$ cat config.mk
export PLATFORM = sky130hd
export DESIGN_NAME = nco_phase_ctrl
export DESIGN_NICKNAME = d
export VERILOG_FILES = /design/src/rtl/nco_phase_ctrl.sv
export SDC_FILE = /design/constraint.sdc
export NUM_CORES = 1
export LEC_CHECK = 0
export BUFFER_PORTS_ARGS = -buffer_cell sky130_fd_sc_hd__buf_2
export CORE_MARGIN = 4
export CORE_UTILIZATION = 45
export CTS_CLUSTER_SIZE = 16
export DETAILED_ROUTE_END_ITERATION = 8
export GPL_TIMING_DRIVEN = 0
export PLACE_DENSITY = 0.75
export SETUP_SLACK_MARGIN = 0.1
export SLEW_MARGIN = 20
export SYNTH_ARGS = -nofsm -noshare
export SYNTH_HDL_FRONTEND = slang
export SYNTH_SLANG_ARGS = --single-unit
$ cat constraint.sdc
create_clock -name clk -period 3.05 [get_ports clk]
set_input_delay 0.1525 -clock clk [delete_from_list [all_inputs] [get_ports clk]]
set_output_delay 0.1525 -clock clk [all_outputs]
set_load 0.03 [all_outputs]
$ cat src/rtl/nco_phase_ctrl.sv
module nco_phase_ctrl #(
  parameter int ACC_W = 32,
  parameter int PH_W  = 16
) (
  input  logic                    clk,
  input  logic                    rst,
  input  logic                    cs_n,
  input  logic                    wr_n,
  input  logic [1:0]              wr_addr,
  input  logic [PH_W-1:0]         wr_data,
  input  logic                    ld_ctr_n,
  input  logic                    ld_ofs_n,
  input  logic                    ld_ph_n,
  input  logic                    acc_en_n,
  input  logic                    ofs_zero_n,
  input  logic                    fb_zero_n,
  input  logic                    cin_n,
  input  logic                    ph_src_sel,
  input  logic [1:0]              quad_mod,
  output logic [PH_W-1:0]         phase_arg,
  output logic [ACC_W-PH_W-1:0]   acc_low
);
  localparam int LO_W = ACC_W - PH_W;

  logic            wr_n_q;
  logic [LO_W-1:0] stage;
  logic [ACC_W-1:0] ctr_ctl, ofs_ctl;
  logic [PH_W-1:0]  ph_ctl;

  logic ld_ctr_q, ld_ofs_q, ld_ph_q, acc_en_q, ofs_zero_q, fb_zero_q, cin_q, src_q;
  logic [1:0] quad_q;

  logic [ACC_W-1:0] ctr, ofs, acc;
  logic [PH_W-1:0]  phreg;

  logic             wr_fire;
  logic [ACC_W-1:0] freq_sum, acc_next;
  logic [PH_W-1:0]  ph_src;

  assign wr_fire  = !cs_n && wr_n && !wr_n_q;
  assign freq_sum = ctr + (ofs_zero_q ? '0 : ofs);
  assign acc_next = (fb_zero_q ? '0 : acc) + freq_sum + ACC_W'(cin_q);
  assign ph_src   = src_q ? ph_ctl : {quad_q, {(PH_W-2){1'b0}}};

  always_ff @(posedge clk) begin
    if (rst) begin
      wr_n_q  <= 1'b1;
      stage   <= '0;
      ctr_ctl <= '0;
      ofs_ctl <= '0;
      ph_ctl  <= '0;
    end else begin
      wr_n_q <= wr_n;
      if (wr_fire) begin
        case (wr_addr)
          2'd0: stage   <= wr_data[LO_W-1:0];
          2'd1: ctr_ctl <= {wr_data, stage};
          2'd2: ofs_ctl <= {wr_data, stage};
          default: ph_ctl <= wr_data;
        endcase
      end
    end
  end

  always_ff @(posedge clk) begin
    if (rst) begin
      ld_ctr_q   <= 1'b0;
      ld_ofs_q   <= 1'b0;
      ld_ph_q    <= 1'b0;
      acc_en_q   <= 1'b0;
      ofs_zero_q <= 1'b0;
      fb_zero_q  <= 1'b0;
      cin_q      <= 1'b0;
      src_q      <= 1'b0;
      quad_q     <= '0;
    end else begin
      ld_ctr_q   <= !ld_ctr_n;
      ld_ofs_q   <= !ld_ofs_n;
      ld_ph_q    <= !ld_ph_n;
      acc_en_q   <= !acc_en_n;
      ofs_zero_q <= !ofs_zero_n;
      fb_zero_q  <= !fb_zero_n;
      cin_q      <= !cin_n;
      src_q      <= ph_src_sel;
      quad_q     <= quad_mod;
    end
  end

  always_ff @(posedge clk) begin
    if (rst) begin
      ctr   <= '0;
      ofs   <= '0;
      phreg <= '0;
      acc   <= '0;
    end else begin
      if (ld_ctr_q) ctr   <= ctr_ctl;
      if (ld_ofs_q) ofs   <= ofs_ctl;
      if (ld_ph_q)  phreg <= ph_src;
      if (acc_en_q) acc   <= acc_next;
    end
  end

  assign phase_arg = acc[ACC_W-1:LO_W] + phreg;
  assign acc_low   = acc[LO_W-1:0];
endmodule

### After elaboration in Yosys (flattened, before gate mapping)

Cells that the tools add are included.

| word-level totals | value |
|---|---|
| register bits after elaboration | 219 |
| input port bits | 32 |
| output and inout port bits | 32 |
| word-level logic and storage cells | 45 |

| cells by class | value |
|---|---|
| add/subtract/negate cells | 4 |
| eq/ne operators | 2 |
| multiplexer cells | 3 |
| bitwise operators | 1 |
| reduce and logical (&&, ||, !) cells | 17 |

Operators with widths:

| kind | number |
|---|---|
| adder 32 bit | 2 |
| two-way mux 32 bit | 2 |
| adder 32 x 1 -> 32 bit | 1 |
| adder 16 bit | 1 |
| two-way mux 16 bit | 1 |
| zero test 1 bit | 9 |
| AND reduction 2 bit | 4 |
| OR reduction 3 bit | 1 |
| == test 2 x 1 -> 1 bit (second input constant) | 1 |
| == test 2 bit (second input constant) | 1 |
| logical AND 1 bit | 2 |
| zero test 2 bit | 1 |
| NOT 1 bit | 1 |

### Longest topological paths before layout

| logic depth | value |
|---|---|
| word-level depth | 4 |
| mapped depth | 13 |
| depth with buffers taken out | 13 |

### Least setup slack after synthesis

No wires, ideal clock.

| timing | value |
|---|---|
| path type | reg-to-reg |
| start | register fb_zero_q |
| end | register acc[30] |
| library setup time | 0.120 ns |
| arrival time | 3.130 ns |
| data required time | 2.930 ns |
| path slack | -0.200 ns |
| cell stages (with the launch flop) | 14 |
| path buffers | 1 |
| period minus slack after synthesis | 3.250 ns |
| cells stage by stage | dfxtp_1 > clkbuf_1 > nor2b_1 > fa_1 > inv_1 > fa_1 > nand2b_1 > a21oi_1 > o21ai_0 > o21ai_0 > a22oi_1 > a31oi_1 > nor3_1 > a211o_1 |

| between the ends | value |
|---|---|
| cells in the longest elaborated chain, start to end | 3 |

RTL lines:

| item | line | text |
|---|---|---|
| start, declared | 30 | `logic ld_ctr_q, ld_ofs_q, ld_ph_q, acc_en_q, ofs_zero_q, fb_zero_q, cin_q, src_q;` |
| start signal, assigned | 82 | `fb_zero_q <= !fb_zero_n;` |
| two-way mux 32 bit | 42 | `assign acc_next = (fb_zero_q ? '0 : acc) + freq_sum + ACC_W'(cin_q);` |
| adder 32 bit | 42 |  |
| adder 32 x 1 -> 32 bit | 42 |  |
| end signal, assigned | 99 | `if (acc_en_q) acc <= acc_next;` |
| end, declared | 33 | `logic [ACC_W-1:0] ctr, ofs, acc;` |

Every way passes these cells.
A chain may end at the register's enable or synchronous reset.

### Worst setup path after layout

| timing | value |
|---|---|
| start | register fb_zero_q |
| end | register acc[25] |

Same word-level chain as after synthesis.

==> metrics.txt <==
# TYPE chip_impl_metric gauge
chip_impl_info{name="run_status",value="complete, but fails checks"} 1
chip_impl_info{name="failing_checks",value="setup timing"} 1
chip_impl_metric{name="relSlewSlack",unit=""} 0.3914
chip_impl_metric{name="grt_first_pass_wirelength",unit="um"} 48840
chip_impl_metric{name="fin_ws",unit="ns"} -0.1763
chip_impl_metric{name="detailroute.via_count",unit=""} 9785
chip_impl_metric{name="timing.reg2reg.setup_slack",unit="ns"} -0.18
chip_impl_metric{name="die_area",unit="sq um"} 27170
chip_impl_metric{name="final_design_area_no_fill",unit="sq um"} 14020
chip_impl_info{name="yosys-top-cells-count",value="sky130_fd_sc_hd__nand2_1, sky130_fd_sc_hd__dfxtp_1, sky130_fd_sc_hd__a21oi_1"} 1
chip_impl_metric{name="power.leakage",unit="nW"} 5.489
chip_impl_metric{name="avgRoutedWirePerCell",unit="um"} 18.08
chip_impl_metric{name="r2r.worst_path.cells",unit=""} 12
chip_impl_info{name="clock_root_buffer",value="sky130_fd_sc_hd__clkbuf_16"} 1
chip_impl_metric{name="fin_setup_tns",unit="ns"} -0.9636
chip_impl_metric{name="drtAntennaViolNets",unit=""} 0
chip_impl_info{name="crit_start",value="fb_zero_q$_SDFF_PP0_"} 1
chip_impl_metric{name="synth_edf_count",unit=""} 0
chip_impl_metric{name="routed_wl",unit="um"} 32370
chip_impl_metric{name="async_flop_share",unit=""} 0
chip_impl_metric{name="die_width",unit="um"} 164.8
chip_impl_metric{name="synthCells",unit=""} 1297
chip_impl_info{name="path_class",value="flop to flop"} 1
chip_impl_info{name="hp-class",value="input port to flop"} 1
chip_impl_metric{name="final_core_utilization",unit=""} 0.5780
chip_impl_metric{name="drt_iter0_markers",unit=""} 756
chip_impl_info{name="tritoncts",value="built"} 1
chip_impl_metric{name="detail_route.first_pass.iterations",unit=""} 5
chip_impl_info{name="worstReg2RegStart",value="fb_zero_q$_SDFF_PP0_"} 1
chip_impl_metric{name="min_path_cells",unit=""} 4
chip_impl_metric{name="grt_overflow_total",unit=""} 0
chip_impl_metric{name="core_region_area",unit="sq um"} 24250
chip_impl_metric{name="yosys_warns",unit=""} 0
chip_impl_metric{name="detailedPlacementHpwl",unit="um"} 23100
chip_impl_metric{name="place_ws",unit="ns"} -0.6570
chip_impl_metric{name="gp_congestion",unit=""} 0.9035
chip_impl_metric{name="clock_transition_at_the_registers_of_the_reported_paths",unit="ns"} 0.06
chip_impl_metric{name="setup_viol_count_final",unit=""} 12
chip_impl_metric{name="synth-seq-area-share",unit=""} 0.3961
chip_impl_info{name="yosys_most_used_dff",value="sky130_fd_sc_hd__dfxtp_1"} 1
chip_impl_metric{name="placedInstanceArea",unit="sq um"} 11820
chip_impl_info{name="cp-endpoint",value="acc[25]$_SDFFE_PP0P_"} 1
chip_impl_metric{name="share_of_post_route_cells_with_drive_strength_above_1",unit=""} 0.2060
chip_impl_metric{name="grt_max_degree",unit=""} 15
chip_impl_metric{name="critical_path_peak_fanout",unit=""} 6
chip_impl_metric{name="initial_antenna_violation_count",unit=""} 1
chip_impl_info{name="worst_setup_start_kind",value="flop"} 1
chip_impl_metric{name="number_of_global_route_vias_before_repair",unit=""} 9139
chip_impl_metric{name="hold_viol_final",unit=""} 0
chip_impl_metric{name="power.density",unit="nW/um^2"} 428.4
chip_impl_metric{name="worstPathRequired",unit="ns"} 3.44
chip_impl_metric{name="rows",unit=""} 57
chip_impl_metric{name="yosysTopAreaCellShare",unit=""} 0.3961
chip_impl_metric{name="die_height",unit="um"} 164.8
chip_impl_metric{name="clk_latency",unit="ns"} 0.50
chip_impl_metric{name="finalNetCount",unit=""} 1562
chip_impl_metric{name="tightest_slew",unit="ns"} 0.9129
chip_impl_metric{name="design.portCount",unit=""} 64
chip_impl_metric{name="fin_skew",unit="ns"} 0.01097
chip_impl_metric{name="buffer_ports.inserted",unit=""} 63
chip_impl_metric{name="post_synth.cell_area_avg",unit="sq um"} 8.534
chip_impl_metric{name="drv.max_cap_violation_count",unit=""} 0
chip_impl_info{name="yosysMostFrequentCell",value="sky130_fd_sc_hd__nand2_1"} 1
chip_impl_metric{name="flops_latches_synth",unit=""} 219
chip_impl_info{name="rr_endpoint",value="acc[25]$_SDFFE_PP0P_"} 1
chip_impl_metric{name="period_share",unit=""} 1.058
chip_impl_metric{name="antenna_cells",unit=""} 0
chip_impl_info{name="rsz0062_at_grt",value="yes"} 1
chip_impl_metric{name="count_of_pins_over_their_slew_limit",unit=""} 0
chip_impl_metric{name="netlist_area",unit="sq um"} 11070
chip_impl_metric{name="vias_per_cell",unit=""} 5.466
chip_impl_metric{name="final.min_clock_period",unit="ns"} 3.226
chip_impl_metric{name="starting_density_of_the_core",unit=""} 0.4564
chip_impl_info{name="setup_crit_end_kind",value="flop"} 1
chip_impl_metric{name="cts-buffers-inserted",unit=""} 23
chip_impl_metric{name="netlist-cell-type-count",unit=""} 60
chip_impl_metric{name="finish.cell_count_without_fillers",unit=""} 1790
chip_impl_metric{name="total_power",unit="mW"} 6.004
chip_impl_info{name="cell_taking_the_most_area_after_synthesis",value="sky130_fd_sc_hd__dfxtp_1"} 1
chip_impl_metric{name="worstPathArrival",unit="ns"} 3.62
chip_impl_info{name="cell_types_occupying_the_most_area_after_synthesis",value="sky130_fd_sc_hd__dfxtp_1, sky130_fd_sc_hd__nand2_1, sky130_fd_sc_hd__mux2i_1, sky130_fd_sc_hd__a21oi_1, sky130_fd_sc_hd__fa_1"} 1
chip_impl_metric{name="clock_path_buffers",unit=""} 3
chip_impl_metric{name="grt_util_all_layers",unit=""} 0.2259
chip_impl_metric{name="clock-sinks",unit=""} 219
chip_impl_metric{name="vdd_drop_max",unit="V"} 0.0004201
chip_impl_metric{name="placed_cells_incl_taps",unit=""} 1684
chip_impl_metric{name="syn-num-nets",unit=""} 1408
chip_impl_metric{name="cts-htree-levels",unit=""} 1
chip_impl_metric{name="drc_errors",unit=""} 0
chip_impl_metric{name="synth_to_layout_area_growth",unit="%"} 26.63
chip_impl_metric{name="hold_ws",unit="ns"} 0.1005
chip_impl_metric{name="max_freq",unit="MHz"} 310.0
==> how the worst min path moves through the flow <==
stage	startpoint	to	slack [ns]
final	wr_addr[0]	stage[15]$_SDFFE_PP0P_	0.10
after floorplan	acc_en_n	acc_en_q$_SDFF_PP0_	0.22
after global placement	acc_en_n	acc_en_q$_SDFF_PP0_	0.31
after CTS	wr_addr[0]	stage[15]$_SDFFE_PP0P_	0.08
after global routing	wr_addr[0]	stage[2]$_SDFFE_PP0P_	0.12
after detailed placement	ld_ofs_n	ld_ofs_q$_SDFF_PP0_	0.31
==> cells in the final DEF (no fill, tap or decap), types with 15 or more instances in the layout <==
cell type | synthesis | routed
sky130_fd_sc_hd__ha_1 | 46 | 22
sky130_fd_sc_hd__nor2b_1 | 70 | 40
sky130_fd_sc_hd__buf_4 | 16 | 57
sky130_fd_sc_hd__xnor2_1 | 21 | 21
sky130_fd_sc_hd__fa_1 | 33 | 31
sky130_fd_sc_hd__mux2i_1 | 77 | 77
sky130_fd_sc_hd__buf_2 | 5 | 62
sky130_fd_sc_hd__ha_4 | 0 | 18
sky130_fd_sc_hd__dfxtp_1 | 219 | 209
sky130_fd_sc_hd__clkbuf_1 | 56 | 54
sky130_fd_sc_hd__clkbuf_16 | 0 | 24
sky130_fd_sc_hd__nor2b_2 | 0 | 18
sky130_fd_sc_hd__a21o_1 | 17 | 17
sky130_fd_sc_hd__dlygate4sd3_1 | 0 | 27
sky130_fd_sc_hd__nand3_1 | 28 | 27
sky130_fd_sc_hd__a21oi_1 | 150 | 130
sky130_fd_sc_hd__nand2_1 | 232 | 231
sky130_fd_sc_hd__a21oi_2 | 2 | 15
sky130_fd_sc_hd__nand2b_1 | 27 | 25
sky130_fd_sc_hd__nor2_1 | 116 | 114
==> cells by family after synthesis <==
group / after synthesis / share of synthesized area
multiplexers: 78 / 0.07065
AND/OR/NAND/NOR: 522 / 0.2140
adder cells (fa/ha/maj): 79 / 0.1117
flip-flops: 219 / 0.3961
buffers and inverters: 107 / 0.04228
XOR/XNOR: 34 / 0.02691
AO/OA/AOI/OAI: 258 / 0.1384
==> layout make-up <==
class	count	area, sq um
repair buffers	129	902.1
flip-flops and latches	219	4409
clock inverters	9	108.9
plain buffers	91	479.2
well taps	324	405.4
inverters	16	60.06
multi-input cells	971	7015
fillers	2079	10230
clock buffers	31	635.6
==> sequential cells by signal (all words and copies together), names as in the netlist, 2 cells and up <==
signal,count
ofs_ctl,32
acc,32
ofs,32
ctr_ctl,32
stage,16
phreg,16
ctr,32
quad_q,2
ph_ctl,16
==> power by group <==
part | switching [mW] | internal (mW)
registers | 0.0195 | 2.88
logic | 0.214 | 0.132
clock network | 1.13 | 1.63
==> layer usage <==
metal	vias up	global-route usage	routed length, um
li1	4692	-	-
met3	68	0.02321	1831
met5	-	0	0
met2	347	0.3606	14950
met1	4678	0.3216	14480
met4	0	0.07372	1114
==> critical path: stages (launching register included) <==
cell and delay, ns:
sky130_fd_sc_hd__dfxtp_4 0.39, sky130_fd_sc_hd__clkbuf_8 0.17, sky130_fd_sc_hd__nor2b_1 0.20, sky130_fd_sc_hd__fa_1 0.46, sky130_fd_sc_hd__ha_2 0.23, sky130_fd_sc_hd__a21oi_2 0.19, sky130_fd_sc_hd__o211ai_1 0.14, sky130_fd_sc_hd__o211ai_1 0.30
sky130_fd_sc_hd__a21oi_4 0.14, sky130_fd_sc_hd__o21bai_4 0.22, sky130_fd_sc_hd__a211oi_2 0.11, sky130_fd_sc_hd__or3_1 0.31, sky130_fd_sc_hd__a32o_1 0.25
==> timing repair <==
action	in CTS	in global routing
setup endpoints to repair	31	31
gates cloned	1	0
gates resized for setup	120	81
buffers inserted	18	20
hold buffers	27	0
hold endpoints to repair	73	0
pin swaps	37	46
No activity file was read; power rests on OpenSTA's default activity.
